## src/rtl/lfsr_chk_pkg.sv

```systemverilog
package lfsr_chk_pkg;
  typedef enum logic {
    ST_IDLE = 1'b0,
    ST_SCAN = 1'b1
  } chk_state_e;
endpackage

```

## src/rtl/chk_scan_ctrl.sv

```systemverilog
module chk_scan_ctrl
  import lfsr_chk_pkg::*;
#(
  parameter int           W        = 64,
  parameter int           DEPTH    = 16,
  parameter logic [W-1:0] SEED     = '0,
  parameter int           GOAL     = 14,
  parameter int           LOOP_MAX = 512,
  localparam int AW = $clog2(DEPTH),
  localparam int MW = $clog2(GOAL + DEPTH),
  localparam int IW = $clog2(LOOP_MAX + 1)
) (
  input  logic          clk_i,
  input  logic          rst_ni,
  input  logic          start_i,
  input  logic [W-1:0]  rd_data_i,
  input  logic [W-1:0]  exp_step_i,
  output logic [AW-1:0] slot_o,
  output logic [W-1:0]  exp_o,
  output logic          busy_o,
  output logic          done_o,
  output logic          pass_o,
  output logic [MW-1:0] match_cnt_o,
  output logic [IW-1:0] iter_cnt_o
);
  localparam logic [AW-1:0] LAST_SLOT = AW'(DEPTH - 1);
  localparam logic [MW-1:0] GOAL_C    = MW'(GOAL);
  localparam logic [IW-1:0] ITER_LAST = IW'(LOOP_MAX - 1);
  localparam logic [IW-1:0] ITER_MAX  = IW'(LOOP_MAX);

  chk_state_e    state_q;
  logic [AW-1:0] slot_q;
  logic [W-1:0]  exp_q;
  logic [MW-1:0] total_q;
  logic [IW-1:0] iter_q;
  logic          done_q, pass_q;

  logic          hit;
  logic [MW-1:0] total_nx;
  logic          last_slot, goal_met;

  assign hit       = (rd_data_i == exp_q);
  assign total_nx  = total_q + MW'(hit);
  assign last_slot = (slot_q == LAST_SLOT);
  assign goal_met  = (total_nx >= GOAL_C);

  always_ff @(posedge clk_i or negedge rst_ni) begin
    if (!rst_ni) begin
      state_q <= ST_IDLE;
      slot_q  <= AW'(1);
      exp_q   <= SEED;
      total_q <= '0;
      iter_q  <= '0;
      done_q  <= 1'b0;
      pass_q  <= 1'b0;
    end else begin
      done_q <= 1'b0;
      unique case (state_q)
        ST_IDLE: begin
          if (start_i) begin
            state_q <= ST_SCAN;
            slot_q  <= AW'(1);
            exp_q   <= SEED;
            total_q <= '0;
            iter_q  <= '0;
            pass_q  <= 1'b0;
          end
        end
        ST_SCAN: begin
          total_q <= total_nx;
          if (!last_slot) begin
            slot_q <= slot_q + AW'(1);
          end else if (goal_met) begin
            state_q <= ST_IDLE;
            iter_q  <= iter_q + IW'(1);
            done_q  <= 1'b1;
            pass_q  <= 1'b1;
          end else if (iter_q == ITER_LAST) begin
            state_q <= ST_IDLE;
            iter_q  <= ITER_MAX;
            done_q  <= 1'b1;
            pass_q  <= 1'b0;
          end else begin
            slot_q <= AW'(1);
            exp_q  <= exp_step_i;
            iter_q <= iter_q + IW'(1);
          end
        end
        default: state_q <= ST_IDLE;
      endcase
    end
  end

  assign slot_o      = slot_q;
  assign exp_o       = exp_q;
  assign busy_o      = (state_q == ST_SCAN);
  assign done_o      = done_q;
  assign pass_o      = pass_q;
  assign match_cnt_o = total_q;
  assign iter_cnt_o  = iter_q;

  a_r2_skip_slot0: assert property (@(posedge clk_i) disable iff (!rst_ni)
    busy_o |-> (slot_q != '0));
  a_r6_exp_hold: assert property (@(posedge clk_i) disable iff (!rst_ni)
    (busy_o && $past(busy_o) && slot_q != AW'(1)) |-> $stable(exp_q));
  a_r3_total_grows: assert property (@(posedge clk_i) disable iff (!rst_ni)
    (busy_o && $past(busy_o)) |-> (total_q >= $past(total_q)));
  a_r7_done_pulse: assert property (@(posedge clk_i) disable iff (!rst_ni)
    done_o |=> !done_o);
  a_r7_done_idle: assert property (@(posedge clk_i) disable iff (!rst_ni)
    done_o |-> !busy_o);
  a_r4_pass_goal: assert property (@(posedge clk_i) disable iff (!rst_ni)
    (done_o && pass_o) |-> (match_cnt_o >= GOAL_C));
  a_r5_fail_limit: assert property (@(posedge clk_i) disable iff (!rst_ni)
    (done_o && !pass_o) |-> (iter_cnt_o == ITER_MAX && match_cnt_o < GOAL_C));
endmodule

```

## config.mk

```make
export PLATFORM = sky130hd
export DESIGN_NAME = chk_scan_ctrl
export DESIGN_NICKNAME = d
export VERILOG_FILES = /design/src/rtl/lfsr_chk_pkg.sv /design/src/rtl/chk_scan_ctrl.sv
export SDC_FILE = /design/constraint.sdc
export NUM_CORES = 1
export LEC_CHECK = 0
export BUFFER_PORTS_ARGS = -buffer_cell sky130_fd_sc_hd__buf_4
export CELL_PAD_IN_SITES_DETAIL_PLACEMENT = 1
export CELL_PAD_IN_SITES_GLOBAL_PLACEMENT = 1
export CORE_AREA = 8 8 160 102
export DETAILED_ROUTE_END_ITERATION = 7
export DIE_AREA = 0 0 168 110
export HOLD_SLACK_MARGIN = 0.1
export PLACE_DENSITY_LB_ADDON = 0.1
export REMOVE_ABC_BUFFERS = 1
export SYNTH_ARGS = -nofsm -noshare
export SYNTH_HDL_FRONTEND = slang
export SYNTH_SLANG_ARGS = --single-unit
```

## constraint.sdc

```tcl
create_clock -name clk_i -period 2.8 [get_ports clk_i]
set_input_delay 0.42 -clock clk_i [delete_from_list [all_inputs] [get_ports clk_i]]
set_output_delay 0.42 -clock clk_i [all_outputs]
set_load 0.01 [all_outputs]
```

==> reports/metrics.yaml, run 1 <==
status: "complete, but fails checks"
violations: "negative setup slack"
die_w_um: 168
cts.sinks: 86
first_pass_iters: 4
ir_drop_uv: 374
synth_compound_area_frac: 0.191
htree_levels: 3
topRoutingLayerUsed: "met4"
syn_inst: 355
crit_chain: "xor2_1 > nor4_1 > buf_4 > nand4_1 > nor4_2 > ha_2 > ha_1 > nand2b_1 > mux2i_1 > or4_4 > buf_6 > a31oi_4 > buf_6 > nand2b_1 > a31oi_1"
via_per_inst: 4.83
num_io_pins: 217
wirelength_um: 16800
clk_pin_slew_worst_paths_ns: 0.06
cts.path.max_buffers: 2
finalCriticalPeriod_ns: 3.40
final_nets: 795
syn2layout_area_growth_pct: 67.1
wl_met2_um: 7630
drt_iter0_drc: 184
n_antenna_cell: 0
grt_pass1_wl_um: 25800
cp_slowest_cell: "or4_4"
dp_cells: 826
synth_fa_ha_area_frac: 0.0118
p_leak_nw: 3.62
yosysMostFrequentCell: "dfrtp_1"
yosysTopAreaCellShare: 0.503
max_slew_margin: 0.525
synth_edf_count: 0
seq_area_frac_synth: 0.509
worstSkewPairLatency_ns: 0.33
die_h_um: 110
post-route-util: 0.505
setup_viol: 78
setup_ws_ns: -0.601
drc: 0
port_buffers: 216
path_max_fanout: 5
dp.final_hpwl_um: 13400
grt_max_degree: 53
tns_ns: -43.07
crit_required_ns: 3.05
place_area_um2: 6650
synth_ff_type: "dfrtp_1"
ys_ff_latch: 86
routedWlPerCell_um: 19.9
cp-end-kind: "register"
rsz0062_at_grt: "yes"
stdcell_count: 845
grt_pass1_vias: 4562
ant_nets: 0
core_um2: 14000
critPathLaunchType: "register"
ys_types: 33
vias: 4082
cp.arrival_ns: 3.65
synth_mux_area_frac: 0.00740
die-area_um2: 18500
hold_path.class: "primary input to asynchronous set/reset pin"
ctsRootBufferMaster: "clkbuf_16"
finClkSkew_ns: 0.00614
track_usage: 0.177
p_per_area_nw_per_um2: 1070
wl_met1_um: 7700
wl_met3_um: 1380
max_stage_delay_ns: 0.56
max_freq_mhz: 294
antenna_found_initial: 0
cts-buffers-inserted: 9
gp_congestion: 0.781
synth_common_cells: "dfrtp_1, a22o_1, xor2_1"
syn_area_um2: 4230
yosys.area.top_type: "dfrtp_1"
synth_simple_gate_area_frac: 0.0965
fin_area_um2: 7060
drive_above_1_share: 0.516
tightestPinTransition_ns: 0.713
overflow: 0
cts_tree: "built"
slew_viol_final: 0
synth_top_family_by_area: "compound AO/OA/AOI/OAI gates"
ys_warn_count: 0
hold_viol_final: 0
synth_area_leaders: "dfrtp_1, a22o_1, xor2_1"
cp_top_family: "simple AND/OR/NAND/NOR gates"
synth.avg_cell_area_um2: 11.9
path_buf_inv: 3
start_util: 0.302
place_ws_ns: -0.898
period_share: 1.21
worstSetupPathType: "register to register"
synth-xor-area-share: 0.139
ys_async_sr_fraction: 1.00
max_cap_violations: 0
num_rows: 34
[final cells by class]
class                      count  area [um^2]
inverter                       3         11.3
clock buffer                  11          243
fill                        1541         6930
tap                          180          225
timing repair buffer         309         2410
multi-input combinational    251         1960
clock inverter                 5         58.8
sequential                    86         2150
[report_power, final]
| part | switching (mW) | internal (mW) |
|---|---|---|
| clock network | 0.486 | 0.716 |
| registers | 0.513 | 1.84 |
| logic | 1.68 | 2.31 |
[routing by layer]
layer  up-vias  global-route usage
met4         0              0.0323
met2       146               0.281
met1      1992               0.225
met3         6              0.0757
li1       1938                   -
met5         -                   0
[through the flow]
step | hold WS (ns) | power (mW)
after global routing | 0.161 | 8.07
after CTS | 0.144 | 7.57
final | 0.131 | 7.54
after global placement | 0.508 | 6.17
after floorplan | 0.124 | 3.82
after detailed placement | 0.516 | 6.30
[flip-flops by register name (all words and copies together) (netlist names)]
| name | count |
|---|---|
| pass_o | 1 |
| slot_o | 4 |
| exp_o | 64 |
| iter_cnt_o | 10 |
| match_cnt_o | 5 |
| busy_o | 1 |
| done_o | 1 |
[cells in the final DEF (no fill, tap or decap), types with 3 or more instances in the layout]
cell type,synthesis,routed
nor4_1,17,7
xor2_1,65,65
nand2_1,15,15
a22o_1,67,67
inv_1,3,3
clkbuf_16,0,9
and3_1,6,6
nand2b_1,8,8
nor2_1,7,6
nor4_2,0,10
dfrtp_1,85,85
nand3_1,6,6
buf_12,7,6
buf_6,0,3
o21ai_0,16,16
a31oi_1,8,8
nand4_1,7,7
buf_4,0,300
a21oi_1,9,9
ha_1,4,3
[cell families (layout without fill, tap and decap cells)]
logic type / count (synthesis) / in the layout
AO/OA/AOI/OAI: 104 / 104
AND/OR/NAND/NOR: 73 / 73
flip-flops: 86 / 86
XOR/XNOR: 67 / 67
multiplexers: 3 / 3
buffers and inverters: 18 / 328
adder cells (fa/ha/maj): 4 / 4
[timing repair]
item,CTS,global route
endpoints found under the hold margin,0,0
hold buffers,0,0
setup buffers,0,2
gates cloned,0,1
gates resized for setup,4,12
endpoints found under the setup margin,79,79
pin swaps,1,8
[path summary, 6_finish.rpt]
| path | from | end | slack, ns | depth (start not counted) |
|---|---|---|---|---|
| worst max-delay path | exp_o[34] | iter_cnt_o[3] | -0.60 | 15 |
| worst min-delay path | rst_ni | exp_o[44] | 0.13 | 1 |
| worst max register to register | exp_o[34] | iter_cnt_o[3] | -0.60 | 15 |
| worst min register to register | slot_o[0] | slot_o[0] | 0.53 | 2 |
| max in group asynchronous | rst_ni | slot_o[0] | 1.96 | 2 |
| min in group clk_i | exp_step_i[2] | exp_o[2] | 0.30 | 2 |
No activity file was read; power rests on OpenSTA's default activity.
==> inputs of run 2 (changes only) <==
--- a/config.mk
+++ b/config.mk
@@ -8,9 +8,9 @@
 export BUFFER_PORTS_ARGS = -buffer_cell sky130_fd_sc_hd__buf_4
 export CELL_PAD_IN_SITES_DETAIL_PLACEMENT = 1
 export CELL_PAD_IN_SITES_GLOBAL_PLACEMENT = 1
-export CORE_AREA = 8 8 160 102
+export CORE_AREA = 2 2 154 96
 export DETAILED_ROUTE_END_ITERATION = 7
-export DIE_AREA = 0 0 168 110
+export DIE_AREA = 0 0 156 98
 export HOLD_SLACK_MARGIN = 0.1
 export PLACE_DENSITY_LB_ADDON = 0.1
 export REMOVE_ABC_BUFFERS = 1
==> run 2 against run 1 <==
Against the previous run:
- critical endpoint is now exp_o[34]
- first-iteration DRC count decreased by 39%
- fmax decreased by 0.34%
- die area decreased by 17%
- hold slack better by 0.072 ns
- flip-flop and latch count is the same
- final cell count up 0.59%
- core utilization up 0.66 points
- the flow still finishes with violations (negative setup slack)
- sequential power about the same
- highest routed layer unchanged
- count of clock-buffer cells in the layout unchanged
- clock skew rose by 0.0013 ns
==> reports/metrics.yaml, run 2 (synthesized netlist as in run 1, its figures left out) <==
status: "complete, but fails checks"
violations: "negative setup slack"
cts_tree: "built"
slew_viol_final: 0
place_area_um2: 6650
htree_levels: 3
cts.sinks: 86
p_per_area_nw_per_um2: 1040
worstRegToRegCells: 14
hold_viol_final: 0
finalCriticalPeriod_ns: 3.41
final_cell_mix: "buf_4, dfrtp_1, a22o_1"
sequentialPowerShare: 0.317
cp-end-kind: "register"
netSwitchingPower_mw: 2.64
drc: 0
worstSkewPairLatency_ns: 0.34
grt_max_degree: 63
layout_commonest_cell: "buf_4"
crit_end: "exp_o[34]"
ir_drop_uv: 394
r2r_setup_slack_ns: -0.61
stdcell_count: 850
syn2layout_area_growth_pct: 69.3
p_clk_frac: 0.153
dp.final_hpwl_um: 11700
cp.arrival_ns: 3.68
track_usage: 0.204
hold_path.class: "primary input to asynchronous set/reset pin"
num_rows: 34
fill_cells: 1542
tightestPinTransition_ns: 0.868
gp_congestion: 0.768
period_share: 1.22
grt_pass1_wl_um: 24200
core_um2: 14000
setup_ws_ns: -0.612
swShare: 0.355
cpMostUsedCell: "nor4_2"
overflow: 0
via_per_inst: 4.83
num_io_pins: 217
final_nets: 800
critPathLaunchType: "register"
port_buffers: 216
die_h_um: 98
first_pass_iters: 4
crit_start: "exp_o[33]"
finClkSkew_ns: 0.00747
vias: 4109
drt_iter0_drc: 112
cts.path.max_buffers: 2
fin_area_um2: 7150
combinationalPowerShare: 0.531
drive_above_1_share: 0.521
ant_nets: 0
largest_reg_flops: 64
grt_pass1_vias: 4425
max_slew_margin: 0.422
path_buf_inv: 3
n_antenna_cell: 0
crit_chain: "xor2_1 > nor4_2 > buf_4 > nand4_1 > nor4_2 > ha_2 > buf_6 > nand2_1 > mux2i_1 > or4_4 > nand3_4 > a21o_4 > buf_12 > a22o_1"
path_max_fanout: 22
cp_slowest_cell: "or4_4"
crit_required_ns: 3.07
cts-buffers-inserted: 9
p_int_mw: 4.80
seq_area_um2: 2150
routedWlPerCell_um: 18.4
cp_top_family: "simple AND/OR/NAND/NOR gates"
dp_cells: 824
antenna_found_initial: 0
p_leak_nw: 3.65
wirelength_um: 15700
r2r-start: "exp_o[33]"
clk_pin_slew_worst_paths_ns: 0.06
max_stage_delay_ns: 0.57
die_w_um: 156
ctsRootBufferMaster: "clkbuf_16"
worstSetupPathType: "register to register"
max_cap_violations: 0
max_freq_mhz: 293
multi_input_area_um2: 1980
die-area_um2: 15300
rsz0062_at_grt: "yes"
worst-path-stages: 14
r2r_end: "exp_o[34]"
start_util: 0.302
setup_viol: 78
==> run 2: power by group through the flow <==
stage | clock [mW] | combinational [mW] | sequential, mW
global placement | 0 | 3.77 | 2.33
finish | 1.14 | 3.95 | 2.36
floorplan | 0 | 1.17 | 2.66
CTS | 1.18 | 3.93 | 2.36
global route | 1.22 | 4.29 | 2.44
detailed placement | 0 | 3.85 | 2.36
==> run 2: per-layer routing <==
metal | vias up | track usage | wire length (um)
met4 | 0 | 0.0409 | 140
met5 | - | 0 | 0
met1 | 2020 | 0.269 | 7000
li1 | 1937 | - | -
met2 | 142 | 0.333 | 7400
met3 | 10 | 0.0639 | 1150
==> run 2: layout make-up <==
| type | instances | share of cell area |
|---|---|---|
| Clock buffer | 11 | 0.0339 |
| Clock inverter | 5 | 0.00490 |
| Inverter | 3 | 0.00157 |
| Multi-Input combinational cell | 251 | 0.277 |
| Sequential cell | 86 | 0.301 |
| Tap cell | 180 | 0.0315 |
| Timing Repair Buffer | 314 | 0.350 |
==> run 2: worst register-to-register path, cell delays in order (launching register included) <==
cell and delay [ns]:
dfrtp_1 0.40, xor2_1 0.18, nor4_2 0.30, buf_4 0.16, nand4_1 0.21, nor4_2 0.29, ha_2 0.27, buf_6 0.11
nand2_1 0.07, mux2i_1 0.13, or4_4 0.57, nand3_4 0.11, a21o_4 0.20, buf_12 0.18, a22o_1 0.17
==> run 2: per-stage QoR <==
step	hold slack (ns)	util	TNS [ns]	setup slack (ns)	power, mW
floorplan	0.124	-	-109.33	-1.68	3.82
global placement	0.507	0.475	-53.81	-0.721	6.10
detailed placement	0.529	0.475	-60.99	-0.840	6.21
CTS	0.223	0.503	-43.35	-0.609	7.47
global route	0.259	0.511	-58.23	-0.781	7.95
finish	0.203	0.511	-45.19	-0.612	7.44
==> run 2: worst min path at each step <==
stage / startpoint / to / slack [ns] / cells after the start
after global routing: rst_ni / exp_o[24] / 0.26 / 1
after global placement: slot_o[0] / slot_o[0] / 0.51 / 2
final: rst_ni / exp_o[24] / 0.20 / 1
after floorplan: rst_ni / busy_o / 0.12 / 0
after CTS: rst_ni / exp_o[24] / 0.22 / 1
after detailed placement: slot_o[0] / slot_o[0] / 0.53 / 2
==> run 2: timing repair <==
item                                    in CTS  in global routing
resized for setup                           20                  4
pin swaps                                    4                  1
endpoints found under the setup margin      79                 79
cloned                                       0                  3
hold buffers                                 0                  0
setup buffers                                3                  4
==> inputs of run 3 (changes only) <==
--- a/config.mk
+++ b/config.mk
@@ -14,6 +14,7 @@
 export HOLD_SLACK_MARGIN = 0.1
 export PLACE_DENSITY_LB_ADDON = 0.1
 export REMOVE_ABC_BUFFERS = 1
+export SKIP_LAST_GASP = 1
 export SYNTH_ARGS = -nofsm -noshare
 export SYNTH_HDL_FRONTEND = slang
 export SYNTH_SLANG_ARGS = --single-unit
==> run 3 against run 2 <==
Against the previous run:
- non-clock buffer count stayed put
- worst setup slack worse by 0.0011 ns
- the flow still finishes with violations (negative setup slack)
- global-route usage stayed put
==> reports/metrics.yaml, run 3 (synthesized netlist as in run 1, its figures left out) <==
status: "complete, but fails checks"
violations: "negative setup slack"
finalCriticalPeriod_ns: 3.41
path_max_fanout: 22
period_share: 1.22
track_usage: 0.204
via_per_inst: 4.84
p_clk_frac: 0.153
wirelength_um: 15700
max_cap_violations: 0
worstSetupPathType: "register to register"
die_w_um: 156
cts-buffers-inserted: 9
place_area_um2: 6650
largest_reg_flops: 64
layout_commonest_cell: "buf_4"
combinationalPowerShare: 0.531
p_per_area_nw_per_um2: 1040
place_ws_ns: -0.840
power.total_mw: 7.44
die_h_um: 98
vias: 4110
drive_above_1_share: 0.521
sequentialPowerShare: 0.317
ir_drop_uv: 394
grt_pass1_vias: 4425
core_um2: 14000
clk_pin_slew_worst_paths_ns: 0.06
cts_tree: "built"
ctsRootBufferMaster: "clkbuf_16"
netSwitchingPower_mw: 2.64
final_cell_mix: "buf_4, dfrtp_1, a22o_1"
drt_iter0_drc: 112
die-area_um2: 15300
crit_start: "exp_o[33]"
r2r-start: "exp_o[33]"
swShare: 0.355
dp.final_hpwl_um: 11700
max_slew_margin: 0.422
drc: 0
critPathLaunchType: "register"
rsz0062_at_grt: "yes"
gp_congestion: 0.768
cp-end-kind: "register"
worstSkewPairLatency_ns: 0.34
grt_max_degree: 63
p_leak_nw: 3.65
setup_viol: 78
ant_nets: 0
worstRegToRegCells: 14
final_nets: 800
cp.arrival_ns: 3.68
n_antenna_cell: 0
fin_area_um2: 7150
routedWlPerCell_um: 18.5
cts.sinks: 86
finClkSkew_ns: 0.00747
grt_pass1_wl_um: 24200
max_freq_mhz: 293
p_int_mw: 4.80
start_util: 0.302
overflow: 0
htree_levels: 3
num_rows: 34
hold_path.class: "primary input to asynchronous set/reset pin"
first_pass_iters: 4
setup_ws_ns: -0.613
hold_buffers: 0
syn2layout_area_growth_pct: 69.3
port_buffers: 216
num_io_pins: 217
tightestPinTransition_ns: 0.868
cts.path.max_buffers: 2
antenna_found_initial: 0
slew_viol_final: 0
hold_viol_final: 0
crit_required_ns: 3.07
==> run 3: stage by stage <==
stage / hold WS (ns) / instances / TNS (ns) / util
2_1_floorplan: 0.124 / 340 / -109.33 / -
3_3_place_gp: 0.507 / 824 / -53.81 / 0.475
3_5_place_dp: 0.529 / 824 / -60.99 / 0.475
4_1_cts: 0.223 / 843 / -43.35 / 0.503
5_1_grt: 0.259 / 850 / -58.23 / 0.511
6_report: 0.203 / 850 / -45.19 / 0.511
==> run 3: final timing paths <==
check / to / slack, ns
setup / recovery: exp_o[34] / -0.61
hold / removal: exp_o[24] / 0.20
setup reg to reg: exp_o[34] / -0.61
hold reg to reg: slot_o[0] / 0.55
max in group asynchronous: exp_o[25] / 1.94
min in group clk_i: exp_o[22] / 0.29
==> run 3: final cells by class <==
cell class	count	area, um^2
clock inverters	5	35.0
flip-flops and latches	86	2150
inverters	3	11.3
fillers	1542	6840
clock buffers	11	243
multi-input cells	251	1980
well taps	180	225
repair buffers	314	2510
==> run 3: what timing repair did <==
item                                    4_1_cts  5_1_grt
endpoints found under the setup margin       79       79
resized for setup                            20        4
cloned                                        0        3
pin swaps                                     3        1
setup buffers                                 3        4
==> run 3: worst max-delay path, stage by stage, from the launching register on <==
cell and delay, ns:
dfrtp_1 0.40, xor2_1 0.18, nor4_2 0.30, buf_4 0.16
nand4_1 0.21, nor4_2 0.28, ha_2 0.27, buf_6 0.11
nand2_1 0.07, mux2i_1 0.13, or4_4 0.57, nand3_4 0.11
a21o_4 0.20, buf_12 0.18, a22o_1 0.16
==> run 3: power by group through the flow <==
stage                     Sequential (mW)  Combinational, mW  Clock, mW
after global placement               2.33               3.77          0
after CTS                            2.36               3.93       1.18
after floorplan                      2.66               1.17          0
after detailed placement             2.36               3.85          0
final                                2.36               3.95       1.14
after global routing                 2.44               4.29       1.22
==> run 3: routing by layer <==
layer / routed length, um / GRT usage
met5: 0 / 0
met4: 140 / 0.0409
met3: 1150 / 0.0639
met2: 7400 / 0.333
met1: 6990 / 0.269
